===== src/rtl/cal_pkg.sv =====
package cal_pkg;

  typedef struct packed {
    logic [5:0] sec;
    logic [5:0] min;
    logic [4:0] hour;
    logic [2:0] dow;
    logic [4:0] dom;
    logic [3:0] mon;
    logic [6:0] year;
  } cal_time_t;

  typedef enum logic [1:0] {UPD_IDLE, UPD_LEAD, UPD_BUSY} upd_state_e;

  localparam int NFIELD = 7;
  localparam int F_SEC  = 0;
  localparam int F_MIN  = 1;
  localparam int F_HOUR = 2;
  localparam int F_DOW  = 3;
  localparam int F_DOM  = 4;
  localparam int F_MON  = 5;
  localparam int F_YEAR = 6;

  localparam logic [3:0] IX_SEC  = 4'd0;
  localparam logic [3:0] IX_ASEC = 4'd1;
  localparam logic [3:0] IX_MIN  = 4'd2;
  localparam logic [3:0] IX_AMIN = 4'd3;
  localparam logic [3:0] IX_HOUR = 4'd4;
  localparam logic [3:0] IX_AHR  = 4'd5;
  localparam logic [3:0] IX_DOW  = 4'd6;
  localparam logic [3:0] IX_DOM  = 4'd7;
  localparam logic [3:0] IX_MON  = 4'd8;
  localparam logic [3:0] IX_YEAR = 4'd9;
  localparam logic [3:0] IX_CTLA = 4'd10;
  localparam logic [3:0] IX_CTLB = 4'd11;
  localparam logic [3:0] IX_FLAG = 4'd12;
  localparam logic [3:0] IX_STAT = 4'd13;

  localparam cal_time_t TIME_RESET = '{sec: 6'd0, min: 6'd0, hour: 5'd0,
                                       dow: 3'd1, dom: 5'd1, mon: 4'd1, year: 7'd0};

  function automatic logic [7:0] to_bcd(input logic [6:0] v);
    logic [3:0] tens, units;
    tens  = 4'(v / 7'd10);
    units = 4'(v % 7'd10);
    return {tens, units};
  endfunction

  function automatic logic [6:0] from_bcd(input logic [7:0] b);
    return 7'(b[7:4]) * 7'd10 + 7'(b[3:0]);
  endfunction

  function automatic logic [7:0] enc_byte(input logic [6:0] v, input logic bin);
    return bin ? {1'b0, v} : to_bcd(v);
  endfunction

  function automatic logic [6:0] dec_byte(input logic [7:0] b, input logic bin);
    return bin ? b[6:0] : from_bcd(b);
  endfunction

  function automatic logic [7:0] hour_enc(input logic [4:0] h, input logic bin, input logic h24);
    logic [7:0] r;
    logic [4:0] h12;
    if (h24) begin
      r = enc_byte(7'(h), bin);
    end else begin
      h12 = (h >= 5'd12) ? h - 5'd12 : h;
      if (h12 == 5'd0) h12 = 5'd12;
      r = enc_byte(7'(h12), bin);
      r[7] = (h >= 5'd12);
    end
    return r;
  endfunction

  function automatic logic [4:0] hour_dec(input logic [7:0] b, input logic bin, input logic h24);
    logic [6:0] v;
    if (h24) return 5'(dec_byte(b, bin));
    v = dec_byte({1'b0, b[6:0]}, bin);
    if (v == 7'd12) return b[7] ? 5'd12 : 5'd0;
    return b[7] ? 5'(v + 7'd12) : 5'(v);
  endfunction

  function automatic logic [4:0] month_days(input logic [3:0] mon, input logic [6:0] year);
    case (mon)
      4'd2:                      return (year[1:0] == 2'b00) ? 5'd29 : 5'd28;
      4'd4, 4'd6, 4'd9, 4'd11:   return 5'd30;
      default:                   return 5'd31;
    endcase
  endfunction

endpackage


===== src/rtl/cal_upd_timer.sv =====
module cal_upd_timer
  import cal_pkg::*;
#(
  parameter int LEAD_CYC = 8,
  parameter int BUSY_CYC = 65
) (
  input  logic clk,
  input  logic rst,
  input  logic tick,
  input  logic inhibit,
  output logic uip,
  output logic adv
);
  localparam int MAXC = (LEAD_CYC > BUSY_CYC) ? LEAD_CYC : BUSY_CYC;
  localparam int CW   = $clog2(MAXC + 1);

  upd_state_e      st;
  logic [CW-1:0]   cnt;

  always_ff @(posedge clk) begin
    if (rst || inhibit) begin
      st  <= UPD_IDLE;
      cnt <= '0;
    end else begin
      case (st)
        UPD_IDLE: if (tick) begin
          st  <= UPD_LEAD;
          cnt <= CW'(LEAD_CYC - 1);
        end
        UPD_LEAD: if (cnt == '0) begin
          st  <= UPD_BUSY;
          cnt <= CW'(BUSY_CYC - 1);
        end else cnt <= cnt - 1'b1;
        UPD_BUSY: if (cnt == '0) st <= UPD_IDLE;
                  else cnt <= cnt - 1'b1;
        default:  st <= UPD_IDLE;
      endcase
    end
  end

  assign uip = (st != UPD_IDLE);
  assign adv = (st == UPD_BUSY) && (cnt == '0) && !inhibit;

  int uip_run;
  always_ff @(posedge clk) begin
    if (rst) uip_run <= 0;
    else     uip_run <= uip ? uip_run + 1 : 0;
  end


  uip_len_chk: assert property (@(posedge clk) disable iff (rst)
    uip_run <= LEAD_CYC + BUSY_CYC);

  uip_start_chk: assert property (@(posedge clk) disable iff (rst)
    $rose(uip) |-> $past(tick));

  adv_end_chk: assert property (@(posedge clk) disable iff (rst)
    adv |=> !uip);

  inhibit_abort_chk: assert property (@(posedge clk) disable iff (rst)
    inhibit |=> !uip);

endmodule


===== src/rtl/cal_counters.sv =====
module cal_counters
  import cal_pkg::*;
(
  input  logic              clk,
  input  logic              rst,
  input  logic              adv,
  input  logic [NFIELD-1:0] we,
  input  cal_time_t         wd,
  output cal_time_t         now
);
  cal_time_t nxt;

  always_comb begin
    nxt = now;
    if (now.sec >= 6'd59) begin
      nxt.sec = 6'd0;
      if (now.min >= 6'd59) begin
        nxt.min = 6'd0;
        if (now.hour >= 5'd23) begin
          nxt.hour = 5'd0;
          nxt.dow  = (now.dow >= 3'd7) ? 3'd1 : now.dow + 3'd1;
          if (now.dom >= month_days(now.mon, now.year)) begin
            nxt.dom = 5'd1;
            if (now.mon >= 4'd12) begin
              nxt.mon  = 4'd1;
              nxt.year = (now.year >= 7'd99) ? 7'd0 : now.year + 7'd1;
            end else nxt.mon = now.mon + 4'd1;
          end else nxt.dom = now.dom + 5'd1;
        end else nxt.hour = now.hour + 5'd1;
      end else nxt.min = now.min + 6'd1;
    end else nxt.sec = now.sec + 6'd1;
  end

  always_ff @(posedge clk) begin
    if (rst) now <= TIME_RESET;
    else if (|we) begin
      if (we[F_SEC])  now.sec  <= wd.sec;
      if (we[F_MIN])  now.min  <= wd.min;
      if (we[F_HOUR]) now.hour <= wd.hour;
      if (we[F_DOW])  now.dow  <= wd.dow;
      if (we[F_DOM])  now.dom  <= wd.dom;
      if (we[F_MON])  now.mon  <= wd.mon;
      if (we[F_YEAR]) now.year <= wd.year;
    end else if (adv) now <= nxt;
  end


  year_step_chk: assert property (@(posedge clk) disable iff (rst)
    (!$stable(now.year) && !$past(we[F_YEAR])) |-> $past(now.mon) >= 4'd12);

  dow_step_chk: assert property (@(posedge clk) disable iff (rst)
    (!$stable(now.dow) && !$past(we[F_DOW])) |-> $past(now.hour) >= 5'd23);

endmodule


===== src/rtl/cal_clock.sv =====
module cal_clock
  import cal_pkg::*;
#(
  parameter int LEAD_CYC = 8,
  parameter int BUSY_CYC = 65
) (
  input  logic       clk,
  input  logic       rst,
  input  logic       tick_1hz,
  input  logic [3:0] reg_addr,
  input  logic       reg_wr,
  input  logic       reg_rd,
  input  logic [7:0] reg_wdata,
  output logic [7:0] reg_rdata,
  output logic       irq
);
  logic [6:0] ctla_lo;
  logic [7:0] ctlb;
  logic [7:0] alm_sec, alm_min, alm_hr;
  logic       uf_q;
  logic       uip, adv;
  logic [NFIELD-1:0] we;
  cal_time_t  wd, now;
  logic [7:0] rview;

  wire set_bit = ctlb[7];
  wire bin     = ctlb[2];
  wire h24     = ctlb[1];
  wire time_ok = set_bit || !uip;

  cal_upd_timer #(.LEAD_CYC(LEAD_CYC), .BUSY_CYC(BUSY_CYC)) u_timer (
    .clk(clk), .rst(rst), .tick(tick_1hz), .inhibit(set_bit),
    .uip(uip), .adv(adv));

  always_comb begin
    wd.sec  = 6'(dec_byte(reg_wdata, bin));
    wd.min  = 6'(dec_byte(reg_wdata, bin));
    wd.hour = hour_dec(reg_wdata, bin, h24);
    wd.dow  = 3'(dec_byte(reg_wdata, bin));
    wd.dom  = 5'(dec_byte(reg_wdata, bin));
    wd.mon  = 4'(dec_byte(reg_wdata, bin));
    wd.year = dec_byte(reg_wdata, bin);
    we = '0;
    if (reg_wr && time_ok) begin
      case (reg_addr)
        IX_SEC:  we[F_SEC]  = 1'b1;
        IX_MIN:  we[F_MIN]  = 1'b1;
        IX_HOUR: we[F_HOUR] = 1'b1;
        IX_DOW:  we[F_DOW]  = 1'b1;
        IX_DOM:  we[F_DOM]  = 1'b1;
        IX_MON:  we[F_MON]  = 1'b1;
        IX_YEAR: we[F_YEAR] = 1'b1;
        default: we = '0;
      endcase
    end
  end

  cal_counters u_cnt (
    .clk(clk), .rst(rst), .adv(adv), .we(we), .wd(wd), .now(now));

  always_ff @(posedge clk) begin
    if (rst) begin
      ctla_lo <= '0;
      ctlb    <= 8'h02;
      alm_sec <= '0;
      alm_min <= '0;
      alm_hr  <= '0;
    end else if (reg_wr) begin
      case (reg_addr)
        IX_CTLA: ctla_lo <= reg_wdata[6:0];
        IX_CTLB: ctlb    <= reg_wdata;
        IX_ASEC: alm_sec <= reg_wdata;
        IX_AMIN: alm_min <= reg_wdata;
        IX_AHR:  alm_hr  <= reg_wdata;
        default: ;
      endcase
    end
  end

  always_ff @(posedge clk) begin
    if (rst)                                uf_q <= 1'b0;
    else if (adv)                           uf_q <= 1'b1;
    else if (reg_rd && reg_addr == IX_FLAG) uf_q <= 1'b0;
  end

  always_comb begin
    case (reg_addr)
      IX_SEC:  rview = enc_byte(7'(now.sec), bin);
      IX_MIN:  rview = enc_byte(7'(now.min), bin);
      IX_HOUR: rview = hour_enc(now.hour, bin, h24);
      IX_DOW:  rview = enc_byte(7'(now.dow), bin);
      IX_DOM:  rview = enc_byte(7'(now.dom), bin);
      IX_MON:  rview = enc_byte(7'(now.mon), bin);
      IX_YEAR: rview = enc_byte(now.year, bin);
      IX_ASEC: rview = alm_sec;
      IX_AMIN: rview = alm_min;
      IX_AHR:  rview = alm_hr;
      IX_CTLA: rview = {uip, ctla_lo};
      IX_CTLB: rview = ctlb;
      IX_FLAG: rview = {uf_q & ctlb[4], 2'b00, uf_q, 4'b0000};
      IX_STAT: rview = 8'h80;
      default: rview = 8'h00;
    endcase
  end

  always_ff @(posedge clk) begin
    if (rst) reg_rdata <= 8'h00;
    else     reg_rdata <= rview;
  end

  assign irq = uf_q & ctlb[4];


  sec_hold_chk: assert property (@(posedge clk) disable iff (rst)
    !$stable(now.sec) |-> $past(adv || we[F_SEC]));

  wr_block_chk: assert property (@(posedge clk) disable iff (rst)
    (uip && !set_bit) |-> (we == '0));

  uf_set_chk: assert property (@(posedge clk) disable iff (rst)
    $rose(uf_q) |-> $past(adv));

endmodule


===== config.mk =====
export PLATFORM = sky130hd
export DESIGN_NAME = cal_clock
export DESIGN_NICKNAME = d
export VERILOG_FILES = /design/src/rtl/cal_pkg.sv /design/src/rtl/cal_upd_timer.sv /design/src/rtl/cal_counters.sv /design/src/rtl/cal_clock.sv
export SDC_FILE = /design/constraint.sdc
export NUM_CORES = 1
export LEC_CHECK = 0
export ABC_AREA = 0
export BUFFER_PORTS_ARGS = -buffer_cell sky130_fd_sc_hd__buf_2
export CAP_MARGIN = 20
export CORE_MARGIN = 10
export CORE_UTILIZATION = 30
export CTS_BUF_LIST = sky130_fd_sc_hd__clkbuf_4 sky130_fd_sc_hd__clkbuf_8
export DETAILED_ROUTE_END_ITERATION = 16
export PLACE_DENSITY_LB_ADDON = 0.25
export SKIP_CTS_REPAIR_TIMING = 1
export SYNTH_ARGS = -nofsm -noshare
export SYNTH_HDL_FRONTEND = slang
export SYNTH_SLANG_ARGS = --single-unit

===== constraint.sdc =====
create_clock -name clk -period 6.44 [get_ports clk]
set_clock_uncertainty 0.05 [all_clocks]
set_input_delay 0.644 -clock clk [delete_from_list [all_inputs] [get_ports clk]]
set_output_delay 0.644 -clock clk [all_outputs]
set_load 0.02 [all_outputs]

==> results of run 1 <==
## power groups by stage
stage	clock, mW	sequential (mW)	combinational [mW]
3_3_place_gp	0	0.621	0.293
5_1_grt	0.492	0.612	0.334
4_1_cts	0.471	0.609	0.297
3_5_place_dp	0	0.622	0.295
2_1_floorplan	0	0.616	0.218
6_report	0.460	0.609	0.298
## synthesized netlist by cell type, drive strengths merged (7+ instances only)
cell / number
nand2: 77
o21ai: 78
xnor2: 14
dfxtp: 93
mux2: 8
o22ai: 9
nand4: 7
a31oi: 17
ha: 55
o31ai: 9
a311oi: 8
a21oi: 81
or2: 10
and3: 7
nor2b: 23
buf: 17
a22oi: 17
a211oi: 15
o211ai: 20
mux2i: 41
nand2b: 29
nor3: 18
clkbuf: 55
nor2: 140
nand3: 28
o221ai: 8
inv: 50
nor3b: 9
## worst max-delay path, stage by stage (launching register included)
cell      delay (ns)
dfxtp_1         0.69
inv_1           0.30
ha_1            0.50
a21oi_1         0.10
nor3b_1         0.23
or2_1           0.25
ha_1            0.18
inv_1           0.04
ha_1            0.18
a31o_2          0.30
xor2_1          0.18
ha_1            0.24
o21ai_1         0.10
a311oi_2        0.45
inv_1           0.07
mux4_2          0.47
a21o_1          0.19
## routing by layer
layer,track usage (%),part of all wire [%],vias to the layer above
li1,-,-,3790
met1,20.37,49,3624
met2,22.33,44,181
met3,2.266,4.7,24
met4,4.003,1.5,2
met5,0,0.032,-
## final timing paths
check,slack [ns],cells after the start,from,endpoint
setup / recovery,1.84,16,u_cnt.now[21]$_SDFFE_PP0P_,reg_rdata[4]$_SDFF_PP0_
hold / removal,0.43,2,uf_q$_SDFFE_PP0P_,uf_q$_SDFFE_PP0P_
setup reg to reg,1.84,16,u_cnt.now[21]$_SDFFE_PP0P_,reg_rdata[4]$_SDFF_PP0_
hold reg to reg,0.43,2,uf_q$_SDFFE_PP0P_,uf_q$_SDFFE_PP0P_
## logic make-up after synthesis
group           after synthesis
simple gates                380
compound gates              335
buf+inv                     123
flops                        93
fa+ha+maj                    57
mux                          51
xor+xnor                     19
## state kept, by name (all words and copies together) (netlist names)
signal       cells
u_timer.cnt      7
alm_min          8
alm_sec          8
alm_hr           8
reg_rdata        8
ctla_lo          7
u_timer.st       2
ctlb             8
u_cnt.now       36
uf_q             1
## through the flow
| step | worst slack, ns | cell area, sq um | hold WS, ns |
|---|---|---|---|
| 6_report | 1.839 | 8397 | 0.4306 |
| 5_1_grt | 1.531 | 8397 | 0.4584 |
| 4_1_cts | 1.875 | 8386 | 0.4344 |
| 3_5_place_dp | 1.886 | 8167 | 0.4175 |
| 3_3_place_gp | 2.018 | 8167 | 0.4155 |
| 2_1_floorplan | 2.651 | 7874 | 0.3950 |
## area by class of cell
class / count / share of cell area [%]
clock inverters: 7 / 1.132
flip-flops and latches: 93 / 22.19
clock buffers: 9 / 1.475
repair buffers: 31 / 2.071
well taps: 335 / 4.992
inverters: 51 / 2.280
multi-input cells: 842 / 65.86
==> impl_metrics.prom, run 1 <==
# TYPE chip_impl_metric gauge
chip_impl_metric{name="final_cells",unit=""} 1368
chip_impl_metric{name="period_share",unit="%"} 71.45
chip_impl_metric{name="die_h",unit="microns"} 182.0
chip_impl_metric{name="synth_simple_gate_area_share",unit="%"} 23.44
chip_impl_metric{name="h-tree-depth",unit=""} 3
chip_impl_metric{name="timing_max_transition_violations_final",unit=""} 0
chip_impl_metric{name="clkSinkCount",unit=""} 93
chip_impl_metric{name="timing.final.setup_violations",unit=""} 0
chip_impl_metric{name="timing.critical_path.arrival",unit="ns"} 4.86
chip_impl_info{name="rsz0062_at_grt",value="false"} 1
chip_impl_metric{name="share_of_final_layout_standard_cells_stronger_than_drive_strength_1",unit="%"} 7.744
chip_impl_metric{name="clk_latency",unit="ns"} 0.40
chip_impl_metric{name="worst-path-max-fanout",unit=""} 16
chip_impl_metric{name="grt_usage",unit="%"} 14.51
chip_impl_metric{name="synth-edff-count",unit=""} 0
chip_impl_metric{name="antennaDiodeCount",unit=""} 0
chip_impl_info{name="final_cell_mix",value="140 x nor2_1, 92 x dfxtp_1, 81 x a21oi_1"} 1
chip_impl_metric{name="detailedRoute.firstPassIterationCount",unit=""} 5
chip_impl_metric{name="floorplan.die_area",unit="sq mm"} 0.03313
chip_impl_metric{name="finalHoldViolations",unit=""} 0
chip_impl_info{name="ys_top_cells_by_area",value="dfxtp_1 24%, ha_1 8.7%, nor2_1 6.7%"} 1
chip_impl_metric{name="cell_count_after_placement",unit=""} 1351
chip_impl_metric{name="ys_warn_count",unit=""} 0
chip_impl_info{name="final_common_cell",value="nor2_1"} 1
chip_impl_metric{name="drc",unit=""} 0
chip_impl_metric{name="detailed_placer_s_ending_hpwl",unit="microns"} 18010
chip_impl_metric{name="worstPathRequired",unit="ns"} 6.70
chip_impl_metric{name="synth_cell_type_count",unit=""} 88
chip_impl_info{name="run_status",value="completed"} 1
chip_impl_metric{name="number_of_filler_instances_in_the_final_layout",unit=""} 2783
chip_impl_info{name="clockRootBuffer",value="clkbuf_8"} 1
chip_impl_metric{name="pwr-share-clk",unit="%"} 33.7
chip_impl_metric{name="synth.ff_latch_count",unit=""} 93
chip_impl_metric{name="synth_top_area_share",unit="%"} 23.65
chip_impl_metric{name="core",unit="sq mm"} 0.02591
chip_impl_info{name="crit_path_start_kind",value="register"} 1
chip_impl_metric{name="routed-via-count",unit=""} 7621
chip_impl_metric{name="finalCriticalPeriod",unit="ns"} 4.601
chip_impl_metric{name="vias_per_cell",unit=""} 5.571
chip_impl_metric{name="ant_nets",unit=""} 0
chip_impl_metric{name="row_count",unit=""} 59
chip_impl_metric{name="slew_headroom",unit="%"} 34.57
chip_impl_metric{name="post_synth_fa_ha_maj_area_fraction",unit="%"} 9.248
chip_impl_metric{name="switchingPower",unit="mW"} 0.4793
chip_impl_metric{name="post_synth_inst_count",unit=""} 1058
chip_impl_metric{name="clk_transition_reported_paths",unit="ns"} 0.12
chip_impl_metric{name="maxCapViolations",unit=""} 0
chip_impl_metric{name="synthesis.area_per_instance",unit="sq um"} 7.442
chip_impl_metric{name="port_buffers",unit=""} 25
chip_impl_metric{name="fin_total_pwr",unit="mW"} 1.367
chip_impl_metric{name="cell_int_power",unit="mW"} 0.8878
chip_impl_metric{name="grt.overflow.total",unit=""} 0
chip_impl_metric{name="syn_nets",unit=""} 1132
chip_impl_metric{name="antenna_found_initial",unit=""} 1
chip_impl_metric{name="grt_first_pass_wirelength",unit="microns"} 39700
chip_impl_metric{name="netlist_area",unit="sq mm"} 0.007874
chip_impl_info{name="min_path_type",value="reg -> reg"} 1
chip_impl_metric{name="largest_voltage_drop_on_the_vdd_net",unit="mV"} 0.1242
chip_impl_metric{name="post_synth_mux_area_share",unit="%"} 6.928
chip_impl_metric{name="clock_tree.buffer_depth",unit=""} 2
chip_impl_metric{name="grt_max_degree",unit=""} 47
chip_impl_metric{name="first_global_vias",unit=""} 7037
chip_impl_metric{name="synth-compound-area-share",unit="%"} 28.43
chip_impl_metric{name="drt-initial-drc-count",unit=""} 568
chip_impl_metric{name="pwr_density_cell",unit="mW/mm^2"} 162.8
chip_impl_metric{name="layout.nets",unit=""} 1102
chip_impl_metric{name="share_comb_of_total_power",unit="%"} 21.8
chip_impl_info{name="synth-main-ff-cell",value="dfxtp_1"} 1
chip_impl_metric{name="area_growth",unit="%"} 6.642
chip_impl_metric{name="fmax",unit="MHz"} 217.3
chip_impl_info{name="path_class",value="reg -> reg"} 1
chip_impl_metric{name="start_util",unit="%"} 30.39
chip_impl_metric{name="wl_per_cell",unit="microns"} 18.06
chip_impl_metric{name="ys_seq_area_share",unit="%"} 23.65
chip_impl_info{name="synthDominantAreaCellType",value="dfxtp_1"} 1
chip_impl_metric{name="gp_routability_congestion",unit=""} 0.8529
chip_impl_metric{name="synth_xor_area_share",unit="%"} 2.113
chip_impl_metric{name="fin_util",unit="%"} 32.41
chip_impl_metric{name="power.switching_fraction",unit="%"} 35.06
chip_impl_info{name="critPathCaptureType",value="register"} 1
chip_impl_info{name="synth_top_family_by_area",value="compound AO/OA/AOI/OAI gates"} 1
chip_impl_metric{name="die_w",unit="microns"} 182.0
chip_impl_metric{name="regArea",unit="sq mm"} 0.001863
chip_impl_metric{name="leakagePower",unit="nW"} 3.071
chip_impl_metric{name="ios",unit=""} 26
chip_impl_metric{name="seqPwrFrac",unit="%"} 44.5
chip_impl_metric{name="total_cts_buffers",unit=""} 9
chip_impl_metric{name="tns",unit="ns"} 0
chip_impl_metric{name="max_slew.worst_pin.slew",unit="ns"} 0.9762
chip_impl_metric{name="multi_input_comb_area",unit="sq mm"} 0.005530
chip_impl_metric{name="drt-total-wl",unit="microns"} 24700
chip_impl_info{name="clock_tree_from_tritoncts",value="done"} 1
chip_impl_metric{name="synthArstFlopShare",unit="%"} 0
(Power assumes the default switching activity.)
==> inputs of run 2 (changes only) <==
Settings changed: ABC_AREA 0 to 1.
Clock period 6.44 ns to 4.1 ns, I/O delays scaled along.
==> impl_metrics.prom, run 2 <==
# TYPE chip_impl_metric gauge
chip_impl_info{name="run_status",value="completed"} 1
chip_impl_metric{name="final_cells",unit=""} 1457
chip_impl_metric{name="floorplan.die_area",unit="sq mm"} 0.03133
chip_impl_metric{name="synth-edff-count",unit=""} 0
chip_impl_metric{name="hold_path_depth",unit=""} 4
chip_impl_info{name="worstHoldStart",value="reg_rd"} 1
chip_impl_metric{name="final_worst_setup_slack",unit="ns"} 0.5172
chip_impl_metric{name="fin_total_pwr",unit="mW"} 2.372
chip_impl_metric{name="grt_max_degree",unit=""} 33
chip_impl_info{name="clock_tree_from_tritoncts",value="done"} 1
chip_impl_metric{name="synth_cell_type_count",unit=""} 54
chip_impl_metric{name="finalCriticalPeriod",unit="ns"} 3.583
chip_impl_metric{name="period_share",unit="%"} 87.38
chip_impl_metric{name="clk_transition_reported_paths",unit="ns"} 0.12
chip_impl_info{name="critPathCaptureType",value="register"} 1
chip_impl_info{name="path_class",value="reg -> reg"} 1
chip_impl_info{name="crit_path_start_kind",value="register"} 1
chip_impl_metric{name="share_of_final_layout_standard_cells_stronger_than_drive_strength_1",unit="%"} 11.30
chip_impl_metric{name="drt-initial-drc-count",unit=""} 464
chip_impl_metric{name="gp_routability_congestion",unit=""} 0.8825
chip_impl_metric{name="finalHoldViolations",unit=""} 0
chip_impl_metric{name="clock_tree.buffer_depth",unit=""} 2
chip_impl_metric{name="worst-path-max-fanout",unit=""} 10
chip_impl_info{name="synth-main-ff-cell",value="dfxtp_1"} 1
chip_impl_info{name="reg2reg_end",value="reg_rdata[1]$_SDFF_PP0_"} 1
chip_impl_metric{name="die_w",unit="microns"} 177.0
chip_impl_metric{name="worst-r2r-cell-count",unit=""} 27
chip_impl_metric{name="detailed_placer_s_ending_hpwl",unit="microns"} 17190
chip_impl_metric{name="post_synth_inst_count",unit=""} 1123
chip_impl_metric{name="largest_voltage_drop_on_the_vdd_net",unit="mV"} 0.2352
chip_impl_metric{name="syn_nets",unit=""} 1197
chip_impl_metric{name="port_buffers",unit=""} 25
chip_impl_metric{name="grt_first_pass_wirelength",unit="microns"} 36270
chip_impl_metric{name="die_h",unit="microns"} 177.0
chip_impl_metric{name="max_slew.worst_pin.slew",unit="ns"} 0.9221
chip_impl_metric{name="drc",unit=""} 0
chip_impl_metric{name="pwr_density_cell",unit="mW/mm^2"} 296.4
chip_impl_metric{name="routed-via-count",unit=""} 7338
chip_impl_metric{name="clk_latency",unit="ns"} 0.40
chip_impl_metric{name="area_growth",unit="%"} 8.188
chip_impl_info{name="worstHoldEndpoint",value="uf_q$_SDFFE_PP0P_"} 1
chip_impl_metric{name="antennaDiodeCount",unit=""} 0
chip_impl_metric{name="maxCapViolations",unit=""} 0
chip_impl_metric{name="vias_per_cell",unit=""} 5.036
chip_impl_metric{name="cell_count_after_placement",unit=""} 1441
chip_impl_metric{name="synth_top_area_share",unit="%"} 25.17
chip_impl_info{name="synth_most_common_cell",value="nand2_1"} 1
chip_impl_info{name="final_cell_mix",value="223 x nand2_1, 134 x inv_1, 129 x a21oi_1"} 1
chip_impl_metric{name="ys_warn_count",unit=""} 0
chip_impl_metric{name="tns",unit="ns"} 0
chip_impl_metric{name="detailedRoute.firstPassIterationCount",unit=""} 5
chip_impl_info{name="max_flop_register",value="u_cnt.now"} 1
chip_impl_metric{name="antenna_found_initial",unit=""} 0
chip_impl_info{name="ys_top_cells_by_area",value="dfxtp_1 25%, nand2_1 11%, ha_1 9.3%"} 1
chip_impl_metric{name="timing.critical_path.arrival",unit="ns"} 3.87
chip_impl_metric{name="r2r_setup_slack",unit="ns"} 0.52
chip_impl_metric{name="slew_headroom",unit="%"} 38.30
chip_impl_metric{name="first_global_vias",unit=""} 6766
chip_impl_info{name="final_common_cell",value="nand2_1"} 1
chip_impl_info{name="min_path_type",value="in -> reg"} 1
chip_impl_metric{name="grt_usage",unit="%"} 14.33
chip_impl_metric{name="grt.overflow.total",unit=""} 0
chip_impl_metric{name="total_cts_buffers",unit=""} 9
chip_impl_metric{name="clkSinkCount",unit=""} 93
chip_impl_metric{name="start_util",unit="%"} 30.41
chip_impl_metric{name="post-place-ws",unit="ns"} 0.6074
chip_impl_info{name="post_synth_most_frequent_cells",value="223 x nand2_1, 134 x inv_1, 129 x a21oi_1"} 1
chip_impl_metric{name="largest_register_ffs",unit=""} 36
chip_impl_metric{name="drt-total-wl",unit="microns"} 22680
chip_impl_info{name="synthDominantAreaCellType",value="dfxtp_1"} 1
chip_impl_info{name="clockRootBuffer",value="clkbuf_8"} 1
chip_impl_metric{name="timing.final.setup_violations",unit=""} 0
chip_impl_metric{name="hold-worst-slack",unit="ns"} 0.2140
chip_impl_metric{name="h-tree-depth",unit=""} 3
chip_impl_metric{name="synth.ff_latch_count",unit=""} 93
chip_impl_info{name="rsz0062_at_grt",value="false"} 1
chip_impl_metric{name="synthesis.area_per_instance",unit="sq um"} 6.586
chip_impl_metric{name="layout.nets",unit=""} 1202
chip_impl_metric{name="ys_seq_area_share",unit="%"} 25.17
chip_impl_metric{name="ios",unit=""} 26
chip_impl_metric{name="worstPathRequired",unit="ns"} 4.39
chip_impl_metric{name="core",unit="sq mm"} 0.02432
chip_impl_metric{name="synthArstFlopShare",unit="%"} 0
chip_impl_metric{name="netlist_area",unit="sq mm"} 0.007396
chip_impl_metric{name="timing_max_transition_violations_final",unit=""} 0
chip_impl_metric{name="fin_util",unit="%"} 32.90
chip_impl_metric{name="leakagePower",unit="nW"} 3.480
chip_impl_metric{name="row_count",unit=""} 57
chip_impl_metric{name="ant_nets",unit=""} 0
chip_impl_metric{name="post_dp_cell_area",unit="sq mm"} 0.007786
chip_impl_metric{name="final_area",unit="sq mm"} 0.008001
chip_impl_metric{name="fmax",unit="MHz"} 279.1
chip_impl_metric{name="wl_per_cell",unit="microns"} 15.57
chip_impl_info{name="critical_path.reg2reg.startpoint",value="u_cnt.now[21]$_SDFFE_PP0P_"} 1
[run 2: per-layer routing]
layer / wire (microns) / global-route usage [%]
met2: 9993 / 22.65
met5: 0 / 0
met1: 11410 / 20.28
met4: 197 / 2.592
met3: 1084 / 2.112
[run 2: how the worst max path moves through the flow]
| stage | from | endpoint | slack [ns] | cells after the start |
|---|---|---|---|---|
| final | u_cnt.now[21]$_SDFFE_PP0P_ | reg_rdata[1]$_SDFF_PP0_ | 0.52 | 27 |
| after global routing | u_cnt.now[21]$_SDFFE_PP0P_ | reg_rdata[1]$_SDFF_PP0_ | 0.12 | 27 |
| after CTS | u_cnt.now[21]$_SDFFE_PP0P_ | reg_rdata[1]$_SDFF_PP0_ | 0.57 | 27 |
| after floorplan | u_cnt.now[21]$_SDFFE_PP0P_ | reg_rdata[1]$_SDFF_PP0_ | 1.08 | 27 |
| after detailed placement | u_cnt.now[21]$_SDFFE_PP0P_ | reg_rdata[1]$_SDFF_PP0_ | 0.61 | 27 |
| after global placement | u_cnt.now[21]$_SDFFE_PP0P_ | reg_rdata[1]$_SDFF_PP0_ | 0.69 | 27 |
[run 2: cells by family after synthesis]
logic type	count (synthesis)	synth area share [%]
buffers and inverters	201	10.91
and+or+nand+nor	433	27.25
AOI/OAI and AO/OA	317	24.19
adders and majority gates	57	9.846
DFF	93	25.17
muxes	1	0.1353
xor gates and xnor gates	21	2.487
[run 2: worst max-delay path, cell delays in order (launching register included)]
cell and delay [ns]:
dfxtp_1 0.55, ha_1 0.30, nand2_1 0.09, nand3_1 0.11, nand2_1 0.08, nand2_1 0.13, nand3_2 0.15, nand2_1 0.17
inv_1 0.06, ha_1 0.17, inv_1 0.05, ha_1 0.15, inv_1 0.04, nand2_1 0.15, nand3_1 0.12, and2_1 0.18
ha_1 0.22, nand2_1 0.07, nand2_1 0.08, nand2_2 0.09, nand2_1 0.07, nand2_1 0.07, nand3_1 0.06, nand2_1 0.08
nand2_1 0.05, nand3_1 0.09, nand2_1 0.05, inv_1 0.07
[run 2: power by group]
part           total (mW)  switching [mW]  internal, mW
Clock               0.664           0.418         0.246
Sequential          0.996          0.0403         0.956
Combinational       0.711           0.488         0.223
Total                2.37           0.946          1.43
[run 2: cell type report]
class | instances | area (sq um)
clock inverter | 7 | 91.34
timing repair buffer | 29 | 155.1
clock buffer | 9 | 123.9
inverter | 166 | 636.9
fill | 2654 | 16320
tap | 324 | 405.4
multi-input combinational | 829 | 4727
sequential | 93 | 1862
==> inputs of run 3 (changes only) <==
Settings changed: CELL_PAD_IN_SITES_DETAIL_PLACEMENT set to 1, CELL_PAD_IN_SITES_GLOBAL_PLACEMENT set to 2.
==> impl_metrics.prom, run 3 (synthesis results as in run 2) <==
# TYPE chip_impl_metric gauge
chip_impl_info{name="run_status",value="completed"} 1
chip_impl_metric{name="total_cts_buffers",unit=""} 9
chip_impl_metric{name="routed-via-count",unit=""} 7438
chip_impl_metric{name="core",unit="sq mm"} 0.02432
chip_impl_metric{name="die_w",unit="microns"} 177.0
chip_impl_metric{name="detailed_placer_s_ending_hpwl",unit="microns"} 19860
chip_impl_metric{name="maxCapViolations",unit=""} 0
chip_impl_metric{name="largest_register_ffs",unit=""} 36
chip_impl_metric{name="leakagePower",unit="nW"} 3.470
chip_impl_metric{name="finalHoldViolations",unit=""} 0
chip_impl_metric{name="worst-path-max-fanout",unit=""} 6
chip_impl_metric{name="antenna_found_initial",unit=""} 0
chip_impl_metric{name="grt.overflow.total",unit=""} 0
chip_impl_metric{name="drc",unit=""} 0
chip_impl_metric{name="wl_per_cell",unit="microns"} 17.87
chip_impl_info{name="max_flop_register",value="u_cnt.now"} 1
chip_impl_info{name="final_cell_mix",value="223 x nand2_1, 134 x inv_1, 129 x a21oi_1"} 1
chip_impl_metric{name="timing.final.setup_violations",unit=""} 0
chip_impl_metric{name="grt_first_pass_wirelength",unit="microns"} 41930
chip_impl_metric{name="grt_usage",unit="%"} 16.75
chip_impl_info{name="crit_path_start_kind",value="register"} 1
chip_impl_metric{name="hold-worst-slack",unit="ns"} 0.2137
chip_impl_metric{name="timing_max_transition_violations_final",unit=""} 0
chip_impl_metric{name="max_slew.worst_pin.slew",unit="ns"} 0.9535
chip_impl_metric{name="detailedRoute.firstPassIterationCount",unit=""} 4
chip_impl_metric{name="slew_headroom",unit="%"} 36.20
chip_impl_metric{name="area_growth",unit="%"} 7.985
chip_impl_metric{name="clkSinkCount",unit=""} 93
chip_impl_metric{name="h-tree-depth",unit=""} 3
chip_impl_metric{name="pwr_density_cell",unit="mW/mm^2"} 300.7
chip_impl_metric{name="fmax",unit="MHz"} 281.3
chip_impl_metric{name="die_h",unit="microns"} 177.0
chip_impl_metric{name="ant_nets",unit=""} 0
chip_impl_metric{name="period_share",unit="%"} 86.70
chip_impl_metric{name="layout.nets",unit=""} 1202
chip_impl_metric{name="vias_per_cell",unit=""} 5.105
chip_impl_metric{name="fin_util",unit="%"} 32.84
chip_impl_metric{name="grt_max_degree",unit=""} 54
chip_impl_info{name="critPathCaptureType",value="register"} 1
chip_impl_metric{name="antennaDiodeCount",unit=""} 0
chip_impl_metric{name="share_of_final_layout_standard_cells_stronger_than_drive_strength_1",unit="%"} 11.47
chip_impl_metric{name="largest_voltage_drop_on_the_vdd_net",unit="mV"} 0.2280
chip_impl_metric{name="clk_transition_reported_paths",unit="ns"} 0.12
chip_impl_metric{name="clk_latency",unit="ns"} 0.41
chip_impl_metric{name="ios",unit=""} 26
chip_impl_metric{name="floorplan.die_area",unit="sq mm"} 0.03133
chip_impl_metric{name="tns",unit="ns"} 0
chip_impl_metric{name="clock_tree.buffer_depth",unit=""} 2
chip_impl_metric{name="row_count",unit=""} 57
chip_impl_metric{name="worstPathRequired",unit="ns"} 4.39
chip_impl_info{name="clockRootBuffer",value="clkbuf_8"} 1
chip_impl_info{name="rsz0062_at_grt",value="false"} 1
chip_impl_metric{name="finalCriticalPeriod",unit="ns"} 3.555
chip_impl_metric{name="drt-total-wl",unit="microns"} 26040
chip_impl_info{name="path_class",value="reg -> reg"} 1
chip_impl_info{name="clock_tree_from_tritoncts",value="done"} 1
chip_impl_info{name="final_common_cell",value="nand2_1"} 1
chip_impl_metric{name="port_buffers",unit=""} 25
chip_impl_metric{name="gp_routability_congestion",unit=""} 0.8558
chip_impl_info{name="min_path_type",value="in -> reg"} 1
chip_impl_metric{name="start_util",unit="%"} 30.41
chip_impl_metric{name="first_global_vias",unit=""} 7356
chip_impl_metric{name="drt-initial-drc-count",unit=""} 367
chip_impl_metric{name="timing.critical_path.arrival",unit="ns"} 3.85
[run 3: worst paths after layout]
check,startpoint,end,slack (ns),cells past startpoint
worst max-delay path,u_cnt.now[19]$_SDFFE_PP0P_,reg_rdata[1]$_SDFF_PP0_,0.55,27
worst min-delay path,reg_rd,uf_q$_SDFFE_PP0P_,0.21,4
worst max register to register,u_cnt.now[19]$_SDFFE_PP0P_,reg_rdata[1]$_SDFF_PP0_,0.55,27
worst min register to register,ctla_lo[6]$_SDFFE_PP0P_,ctla_lo[6]$_SDFFE_PP0P_,0.41,2
[run 3: metal layers]
layer | track usage, % | routed length [microns] | part of all wire, % | up-vias
met5 | 0 | 0 | 0 | -
met4 | 3.152 | 263 | 1.0 | 0
met3 | 2.240 | 536 | 2.1 | 13
met2 | 26.27 | 11590 | 45 | 70
met1 | 23.95 | 13650 | 52 | 3571
li1 | - | - | - | 3784
[run 3: worst max-delay path: stages (launching register included)]
cell	delay, ns
dfxtp_1	0.42
inv_1	0.10
ha_1	0.27
nand2_1	0.11
nand3_1	0.13
nand2_1	0.17
nand3_2	0.15
nand2_1	0.16
inv_1	0.06
ha_1	0.17
inv_1	0.05
ha_1	0.15
inv_1	0.05
nand2_1	0.16
nand3_1	0.12
and2_1	0.19
ha_1	0.22
nand2_1	0.09
nand2_1	0.07
nand2_2	0.08
nand2_1	0.07
nand2_1	0.07
nand3_1	0.06
nand2_1	0.08
nand2_1	0.05
nand3_1	0.09
nand2_1	0.05
inv_1	0.06
[run 3: layout make-up]
type	count	area, sq um
flip-flops and latches	93	1864
repair buffers	29	155.1
inverters	166	636.9
clock buffers	9	123.9
well taps	324	405.4
fillers	3139	16330
multi-input cells	829	4727
clock inverters	7	73.82
[run 3: per-stage QoR]
stage | cell area (sq um) | setup WS [ns] | cells | power, mW
after floorplan | 7396 | 1.084 | 1123 | 1.547
after global placement | 7786 | 0.6247 | 1441 | 1.747
after detailed placement | 7786 | 0.4673 | 1441 | 1.752
after CTS | 7984 | 0.4246 | 1457 | 2.442
after global routing | 7986 | 0.05355 | 1457 | 2.577
final | 7986 | 0.5453 | 1457 | 2.402
[run 3: power breakdown]
part	internal (mW)	switching (mW)
Combinational	0.225	0.506
Clock	0.241	0.432
Sequential	0.956	0.0415
Total	1.42	0.980
